[src/rtl/tx_evt_pkg.sv]
package tx_evt_pkg;

    localparam int unsigned EVT_LO = 17;
    localparam int unsigned EVT_N  = 8;

    // Packed so that bus_err lands at field bit 7 (word bit 24)
    typedef struct packed {
        logic bus_err;
        logic desc;
        logic late;
        logic abort;
        logic nocrs;
        logic defer;
        logic done;
        logic underrun;
    } evt_vec_t;

    typedef enum logic [1:0] {
        ENG_RUN  = 2'd0,
        ENG_STOP = 2'd1,
        ENG_HALT = 2'd2
    } eng_state_e;

    typedef enum logic {
        TRK_IDLE = 1'b0,
        TRK_BUSY = 1'b1
    } trk_state_e;

endpackage

[src/rtl/tx_bit_pacer.sv]
module tx_bit_pacer #(
    parameter int unsigned SLOW_DIV = 10
) (
    input  logic clk,
    input  logic rst_n,
    input  logic base_tick,
    input  logic spd_slow,
    output logic bit_stb
);
    localparam int unsigned DW = (SLOW_DIV > 1) ? $clog2(SLOW_DIV) : 1;
    localparam logic [DW-1:0] LAST = DW'(SLOW_DIV - 1);

    logic [DW-1:0] div_q;

    always_ff @(posedge clk or negedge rst_n) begin
        if (!rst_n)
            div_q <= '0;
        else if (!spd_slow)
            div_q <= '0;
        else if (base_tick)
            div_q <= (div_q == LAST) ? '0 : div_q + 1'b1;
    end

    always_comb bit_stb = base_tick && (!spd_slow || div_q == LAST);

endmodule

[src/rtl/tx_pkt_tracker.sv]
module tx_pkt_tracker
    import tx_evt_pkg::*;
#(
    parameter int unsigned ABORT_COLL = 16,
    parameter int unsigned LATE_BITS  = 512,
    parameter int unsigned DEFER_BITS = 32768
) (
    input  logic clk,
    input  logic rst_n,
    input  logic sw_reset,
    input  logic bit_stb,
    input  logic pkt_start,
    input  logic pkt_done,
    input  logic collision,
    input  logic carrier,
    input  logic deferring,
    input  logic fifo_underflow,
    output logic ev_late,
    output logic ev_abort,
    output logic ev_nocrs,
    output logic ev_defer,
    output logic ev_done,
    output logic ev_underrun
);
    localparam int unsigned CW = $clog2(ABORT_COLL + 1);
    localparam int unsigned FW = $clog2(LATE_BITS + 1);
    localparam int unsigned TW = $clog2(DEFER_BITS + 1);

    trk_state_e     st_q, st_d;
    logic [CW-1:0]  coll_q;
    logic [FW-1:0]  frm_q;
    logic [TW-1:0]  dfr_q;
    logic           dfr_flag_q;
    logic           crs_seen_q;
    logic           busy, coll_hit, end_pkt;

    always_comb begin
        busy        = (st_q == TRK_BUSY) && !pkt_start && !sw_reset;
        coll_hit    = busy && collision;
        ev_late     = coll_hit && (frm_q == FW'(LATE_BITS));
        ev_abort    = coll_hit && (coll_q == CW'(ABORT_COLL - 1));
        end_pkt     = busy && (pkt_done || ev_abort);
        ev_done     = end_pkt;
        ev_nocrs    = end_pkt && !crs_seen_q && !carrier;
        ev_defer    = busy && deferring && bit_stb && !dfr_flag_q
                      && (dfr_q == TW'(DEFER_BITS));
        ev_underrun = busy && fifo_underflow;
    end

    // Next-state logic
    always_comb begin
        st_d = st_q;
        if (sw_reset)
            st_d = TRK_IDLE;
        else if (pkt_start)
            st_d = TRK_BUSY;
        else begin
            unique case (st_q)
                TRK_IDLE: st_d = TRK_IDLE;
                TRK_BUSY: if (end_pkt) st_d = TRK_IDLE;
                default:  st_d = TRK_IDLE;
            endcase
        end
    end

    always_ff @(posedge clk or negedge rst_n) begin
        if (!rst_n)
            st_q <= TRK_IDLE;
        else
            st_q <= st_d;
    end

    always_ff @(posedge clk or negedge rst_n) begin
        if (!rst_n) begin
            coll_q     <= '0;
            frm_q      <= '0;
            dfr_q      <= '0;
            dfr_flag_q <= 1'b0;
            crs_seen_q <= 1'b0;
        end else if (sw_reset || pkt_start) begin
            coll_q     <= '0;
            frm_q      <= '0;
            dfr_q      <= '0;
            dfr_flag_q <= 1'b0;
            crs_seen_q <= 1'b0;
        end else if (busy) begin
            if (coll_hit)
                coll_q <= coll_q + 1'b1;
            if (bit_stb && !deferring && frm_q != FW'(LATE_BITS))
                frm_q <= frm_q + 1'b1;
            if (bit_stb && deferring && dfr_q != TW'(DEFER_BITS))
                dfr_q <= dfr_q + 1'b1;
            if (ev_defer)
                dfr_flag_q <= 1'b1;
            if (carrier)
                crs_seen_q <= 1'b1;
        end
    end

endmodule

[src/rtl/tx_engine_fsm.sv]
module tx_engine_fsm
    import tx_evt_pkg::*;
(
    input  logic clk,
    input  logic rst_n,
    input  logic sw_reset,
    input  logic start_dmd,
    input  logic bus_err,
    input  logic desc_fetch,
    input  logic desc_owned,
    output logic ev_buserr,
    output logic ev_desc,
    output logic halt,
    output logic stop
);
    eng_state_e st_q, st_d;

    always_comb begin
        ev_buserr = bus_err;
        ev_desc   = (st_q == ENG_RUN) && desc_fetch && !desc_owned && !bus_err;
    end

    always_comb begin
        st_d = st_q;
        if (sw_reset)
            st_d = ENG_RUN;
        else begin
            unique case (st_q)
                ENG_RUN: begin
                    if (bus_err)      st_d = ENG_HALT;
                    else if (ev_desc) st_d = ENG_STOP;
                end
                ENG_STOP: begin
                    if (bus_err)        st_d = ENG_HALT;
                    else if (start_dmd) st_d = ENG_RUN;
                end
                ENG_HALT: st_d = ENG_HALT;
                default:  st_d = ENG_RUN;
            endcase
        end
    end

    always_ff @(posedge clk or negedge rst_n) begin
        if (!rst_n)
            st_q <= ENG_RUN;
        else
            st_q <= st_d;
    end

    // Output decode
    always_comb begin
        halt = (st_q == ENG_HALT);
        stop = (st_q == ENG_STOP);
    end

endmodule

[src/rtl/tx_evt_irq.sv]
module tx_evt_irq
    import tx_evt_pkg::*;
#(
    parameter int unsigned ABORT_COLL = 16,
    parameter int unsigned LATE_BITS  = 512,
    parameter int unsigned DEFER_BITS = 32768,
    parameter int unsigned SLOW_DIV   = 10
) (
    input  logic        clk,
    input  logic        rst_n,
    input  logic        sw_reset,
    input  logic        base_tick,
    input  logic        spd_10m,
    input  logic        pkt_start,
    input  logic        pkt_done,
    input  logic        collision,
    input  logic        carrier,
    input  logic        deferring,
    input  logic        fifo_underflow,
    input  logic        dma_fetch,
    input  logic        desc_owned,
    input  logic        dma_bus_err,
    input  logic        start_dmd_wr,
    input  logic        en_wr,
    input  logic        stat_clr_wr,
    input  logic [7:0]  wr_field,
    output logic [31:0] en_rdata,
    output logic [31:0] stat_rdata,
    output logic        irq,
    output logic        tx_halt,
    output logic        tx_stop
);
    localparam int unsigned HI_PAD = 32 - EVT_LO - EVT_N;

    logic     bit_stb;
    evt_vec_t evt;
    logic [EVT_N-1:0] en_q, st_q, clr_mask;

    tx_bit_pacer #(.SLOW_DIV(SLOW_DIV)) pacer_i (
        .clk       (clk),
        .rst_n     (rst_n),
        .base_tick (base_tick),
        .spd_slow  (spd_10m),
        .bit_stb   (bit_stb)
    );

    tx_pkt_tracker #(
        .ABORT_COLL (ABORT_COLL),
        .LATE_BITS  (LATE_BITS),
        .DEFER_BITS (DEFER_BITS)
    ) trk_i (
        .clk            (clk),
        .rst_n          (rst_n),
        .sw_reset       (sw_reset),
        .bit_stb        (bit_stb),
        .pkt_start      (pkt_start),
        .pkt_done       (pkt_done),
        .collision      (collision),
        .carrier        (carrier),
        .deferring      (deferring),
        .fifo_underflow (fifo_underflow),
        .ev_late        (evt.late),
        .ev_abort       (evt.abort),
        .ev_nocrs       (evt.nocrs),
        .ev_defer       (evt.defer),
        .ev_done        (evt.done),
        .ev_underrun    (evt.underrun)
    );

    tx_engine_fsm eng_i (
        .clk        (clk),
        .rst_n      (rst_n),
        .sw_reset   (sw_reset),
        .start_dmd  (start_dmd_wr),
        .bus_err    (dma_bus_err),
        .desc_fetch (dma_fetch),
        .desc_owned (desc_owned),
        .ev_buserr  (evt.bus_err),
        .ev_desc    (evt.desc),
        .halt       (tx_halt),
        .stop       (tx_stop)
    );

    always_comb clr_mask = stat_clr_wr ? wr_field : '0;

    always_ff @(posedge clk or negedge rst_n) begin
        if (!rst_n) begin
            en_q <= '0;
            st_q <= '0;
        end else begin
            if (en_wr)
                en_q <= wr_field;
            st_q <= (st_q & ~clr_mask) | evt;
        end
    end

    always_comb begin
        en_rdata   = {{HI_PAD{1'b0}}, en_q, {EVT_LO{1'b0}}};
        stat_rdata = {{HI_PAD{1'b0}}, st_q, {EVT_LO{1'b0}}};
        irq        = |(st_q & en_q);
    end

endmodule

[config.mk]
export PLATFORM = sky130hd
export DESIGN_NAME = tx_evt_irq
export DESIGN_NICKNAME = d
export VERILOG_FILES = /design/src/rtl/tx_evt_pkg.sv /design/src/rtl/tx_bit_pacer.sv /design/src/rtl/tx_pkt_tracker.sv /design/src/rtl/tx_engine_fsm.sv /design/src/rtl/tx_evt_irq.sv
export SDC_FILE = /design/constraint.sdc
export NUM_CORES = 1
export LEC_CHECK = 0
export BUFFER_PORTS_ARGS = -buffer_cell sky130_fd_sc_hd__buf_2
export CORE_MARGIN = 2
export CORE_UTILIZATION = 53
export CTS_CLUSTER_DIAMETER = 120
export DETAILED_ROUTE_END_ITERATION = 10
export PLACE_DENSITY = 0.91
export SLEW_MARGIN = 10
export SYNTH_ARGS = -nofsm -noshare
export SYNTH_HDL_FRONTEND = slang
export SYNTH_HIERARCHICAL = 1
export SYNTH_SLANG_ARGS = --single-unit
[constraint.sdc]
create_clock -name clk -period 2.8 [get_ports clk]
set_input_delay 0.28 -clock clk [delete_from_list [all_inputs] [get_ports clk]]
set_output_delay 0.28 -clock clk [all_outputs]
set_load 0.1 [all_outputs]
==> summary.log <==
[floorplan] Placement Rows 28
[floorplan] Die ar. 0.00688 mm²
[clock_tree] H-tree Lvls 2
[setup_path] slack of the worst reg-to-reg path 260 ps
[global_routing] GRT Overall Usage 0.199
[floorplan] Die Span X 82.9 µm
[floorplan] Initial Utilization 0.554
[synthesis] number of library cell types mapped by synthesis 52
[synthesis] Mean Syn Cell Area 9.65 µm²
[detailed_routing] vias per inst 5.51
[cells_and_area] final cell count without fillers 460
[synthesis] cells taking the most area after synthesis dfrtp_1 (42%), buf_4 (11%), mux2_4 (3.6%)
[setup_path] Worst EP arrival 2790 ps
[synthesis] share of async-settable or async-resettable flops after synthesis 1.00
[setup_path] worst reg2reg startpoint pacer_i/div_q[1]
[clock_tree] clock tree from TritonCTS built
[run_status] outcome finished, final reports clean
[detailed_routing] total iterations of the first detailed-routing run 4
[timing] RSZ-0062 raised after global routing false
[detailed_routing] post-DR wirelength/cell 14.7 µm
[timing] max-slew violations 0
[synthesis] library cell with the highest instance count after synthesis dfrtp_1
[cells_and_area] area delta synth->final 5.65%
[setup_path] slowest cell on the critical path or4_1
[global_routing] maximum number of pins on one net before global-route repair 33
[timing] final period demand of the worst path 2540 ps
[detailed_routing] initial DRC count 215
[placed_design] quantity of I/O buffers inserted on ports 43
[synthesis] synth cell count leaders dfrtp_1 (56), buf_4 (49), nand2_1 (25), a21oi_1 (21), nor2_1 (18)
[flow_run] reported max-cap violation count 0
[setup_path] worst reg2reg path depth 8
[timing] worst setup skew after layout 4.59 ps
[cells_and_area] Final nets 418
[cells_and_area] Ant. Diodes 0
[min_path] Hold EP eng_i/st_q[0]
[detailed_routing] total vias in the final route 2,533
[setup_path] Setup crit start kind register
[global_routing] global-route wire length before repair 11,100 µm
[synthesis] predominant post-synthesis flop cell dfrtp_1
[synthesis] leading area contributor after synthesis dfrtp_1
[timing] slew at the pin with the worst max-slew slack 684 ps
[synthesis] synthesized cell area 0.00330 mm²
[placed_design] # placed instances 452
[cells_and_area] design area 0.00349 mm²
[setup_path] WP data required 3050 ps
[timing] maximum operating frequency 394 MHz
[pwr] Final Total Pwr 1.89 mW
[synthesis] Post-synth EDFFs 0
[setup_path] critical path type reg -> reg
[floorplan] floorplan core area 0.00596 mm²
[detailed_routing] final antenna-violating net count 0
[clock_tree] CTS root buf clkbuf_8
[timing] number of failing hold endpoints at the final stage 0
[placed_design] worst setup slack after placement 176 ps
[timing] final period utilization 0.907
[floorplan] top-level port count 92
[setup_path] CP max FO 8
[min_path] Hold Crit Class in -> reg
[setup_path] series of cell instances along the critical path inv_1 > ha_1 > nand3b_1 > a21boi_1 > nand3_2 > or4_1 > or3_1 > a21oi_1
[synthesis] number of warnings printed during yosys synthesis 6
[global_routing] sum of overflow across all layers after global routing 0
[cells_and_area] share of post-route cells with drive strength above 1 0.187
[placed_design] detailed placer's ending HPWL 5140 µm
[placed_design] final weighted congestion of routability-driven global placement 0.811
[global_routing] number of antenna violations at the first check in global routing 0
[timing] number of failing setup endpoints in the final timing report 0
[setup_path] Critical R2R Capture trk_i/dfr_q[10]
[synthesis] sequential cell area fraction in the yosys report 0.424
[timing] Max-Slew Margin vs Limit 0.538
[min_path] source of the worst hold timing path dma_bus_err
[synthesis] area share of the largest cell type after synthesis 0.424
[synthesis] Syn Inst Count 342
[detailed_routing] final routed DRC violation total 0
[pwr] power per cell area 540 mW/mm²
[placed_design] Placed Area 0.00340 mm²
[global_routing] vias in the first global route 2,412
[clock_tree] Clk pin slew, worst setup/hold paths 100 ps
[pwr] Static Leakage 1.64 nW
[timing] fin worst setup slack 262 ps
[detailed_routing] total routed wirelength 6760 µm
[floorplan] die boundary height 82.9 µm
[timing] Post-Route Setup TNS 0 ps
[clock_tree] CTS Buf Count 5
[pwr] highest ir drop seen on vdd 0.437 mV
[setup_path] Crit. End Element register
[min_path] worst hold path depth 2
[clock_tree] postcts setup bufs 0
[setup_path] largest stage delay on the critical path 650 ps
[clock_tree] TritonCTS Sinks 56
[synthesis] Seq cells post-synth 56
[clock_tree] source-to-sink clock delay at the later pin of the worst-skew pair 320 ps
[clock_tree] CTS Buffer Depth 2
==> cell families after synthesis <==
group                    Yosys count  synth area share
AND/OR/NAND/NOR                  123             0.207
XOR/XNOR                           8            0.0212
buffers and inverters             70             0.139
other                              1           0.00114
multiplexers                      12            0.0485
flip-flops                        56             0.424
adder cells (fa/ha/maj)            8            0.0303
AO/OA/AOI/OAI                     64             0.129
==> where the power goes <==
part	total, mW	internal, mW	switching, mW	leakage, nW
combinational	0.594	0.0718	0.523	0.848
sequential	0.856	0.832	0.0245	0.753
clock	0.435	0.170	0.265	0.0400
total	1.89	1.07	0.812	1.64
==> worst max path at each step <==
stage	to	slack, ps	from
after detailed placement	trk_i/dfr_q[12]	180	pacer_i/div_q[1]
final	trk_i/dfr_q[10]	260	pacer_i/div_q[1]
after CTS	trk_i/dfr_q[10]	160	pacer_i/div_q[1]
after floorplan	trk_i/dfr_q[10]	430	pacer_i/div_q[1]
after global placement	trk_i/dfr_q[14]	330	pacer_i/div_q[1]
after global routing	trk_i/dfr_q[10]	30	pacer_i/div_q[1]
==> registers in the layout (all words and copies together) (netlist names) <==
| name | cells |
|---|---|
| trk_i/crs_seen_q | 1 |
| eng_i/st_q | 2 |
| trk_i/dfr_flag_q | 1 |
| trk_i/st_q | 1 |
| st_q | 8 |
| trk_i/coll_q | 5 |
| trk_i/frm_q | 10 |
| pacer_i/div_q | 4 |
| trk_i/dfr_q | 16 |
| en_q | 8 |
==> repair_timing <==
action / 4_1_cts / 5_1_grt
hold buffers: 1 / 0
resized for setup: 0 / 1
endpoints found under the hold margin: 11 / 0
setup endpoints to repair: 0 / 4
==> cells in the final DEF, fill, tap and decap left out, drive strengths merged, types with 10 or more instances in the layout <==
cell and count:
nor2 18, dfrtp 56, nand4 10, a21oi 21, a21o 10, nand3 15
inv 12, nand2 25, o21ai 11, buf 46, conb 48
==> cell type report <==
cell class	count	area, µm²
clock inverter	2	12.5
fill	494	2470
clock buffer	5	68.8
inverter	12	45.0
timing repair buffer	47	248
tap	75	93.8
sequential	56	1400
multi-input combinational	263	1620
==> metrics by stage <==
stage / utilization / hold WS, ps
final: 0.586 / 165
after global placement: 0.570 / 179
after CTS: 0.586 / 166
after global routing: 0.586 / 158
after floorplan: - / -15.6
after detailed placement: 0.570 / 185
==> worst max-delay path: cells and delay by family, from the launching register on <==
kind / cells / cell delay (ps)
AO/OA/AOI/OAI: 2 / 440
adder cells (fa/ha/maj): 1 / 170
buffers and inverters: 1 / 70
flip-flops: 1 / 430
AND/OR/NAND/NOR: 4 / 1350
==> metal layers <==
| layer | vias to the layer above | global-route usage | wire length (µm) |
|---|---|---|---|
| li1 | 1197 | - | - |
| met1 | 1244 | 0.242 | 2730 |
| met2 | 81 | 0.348 | 3580 |
| met3 | 11 | 0.0408 | 307 |
| met4 | 0 | 0.0730 | 144 |
| met5 | - | 0 | 0 |
(Power assumes the default switching activity.)
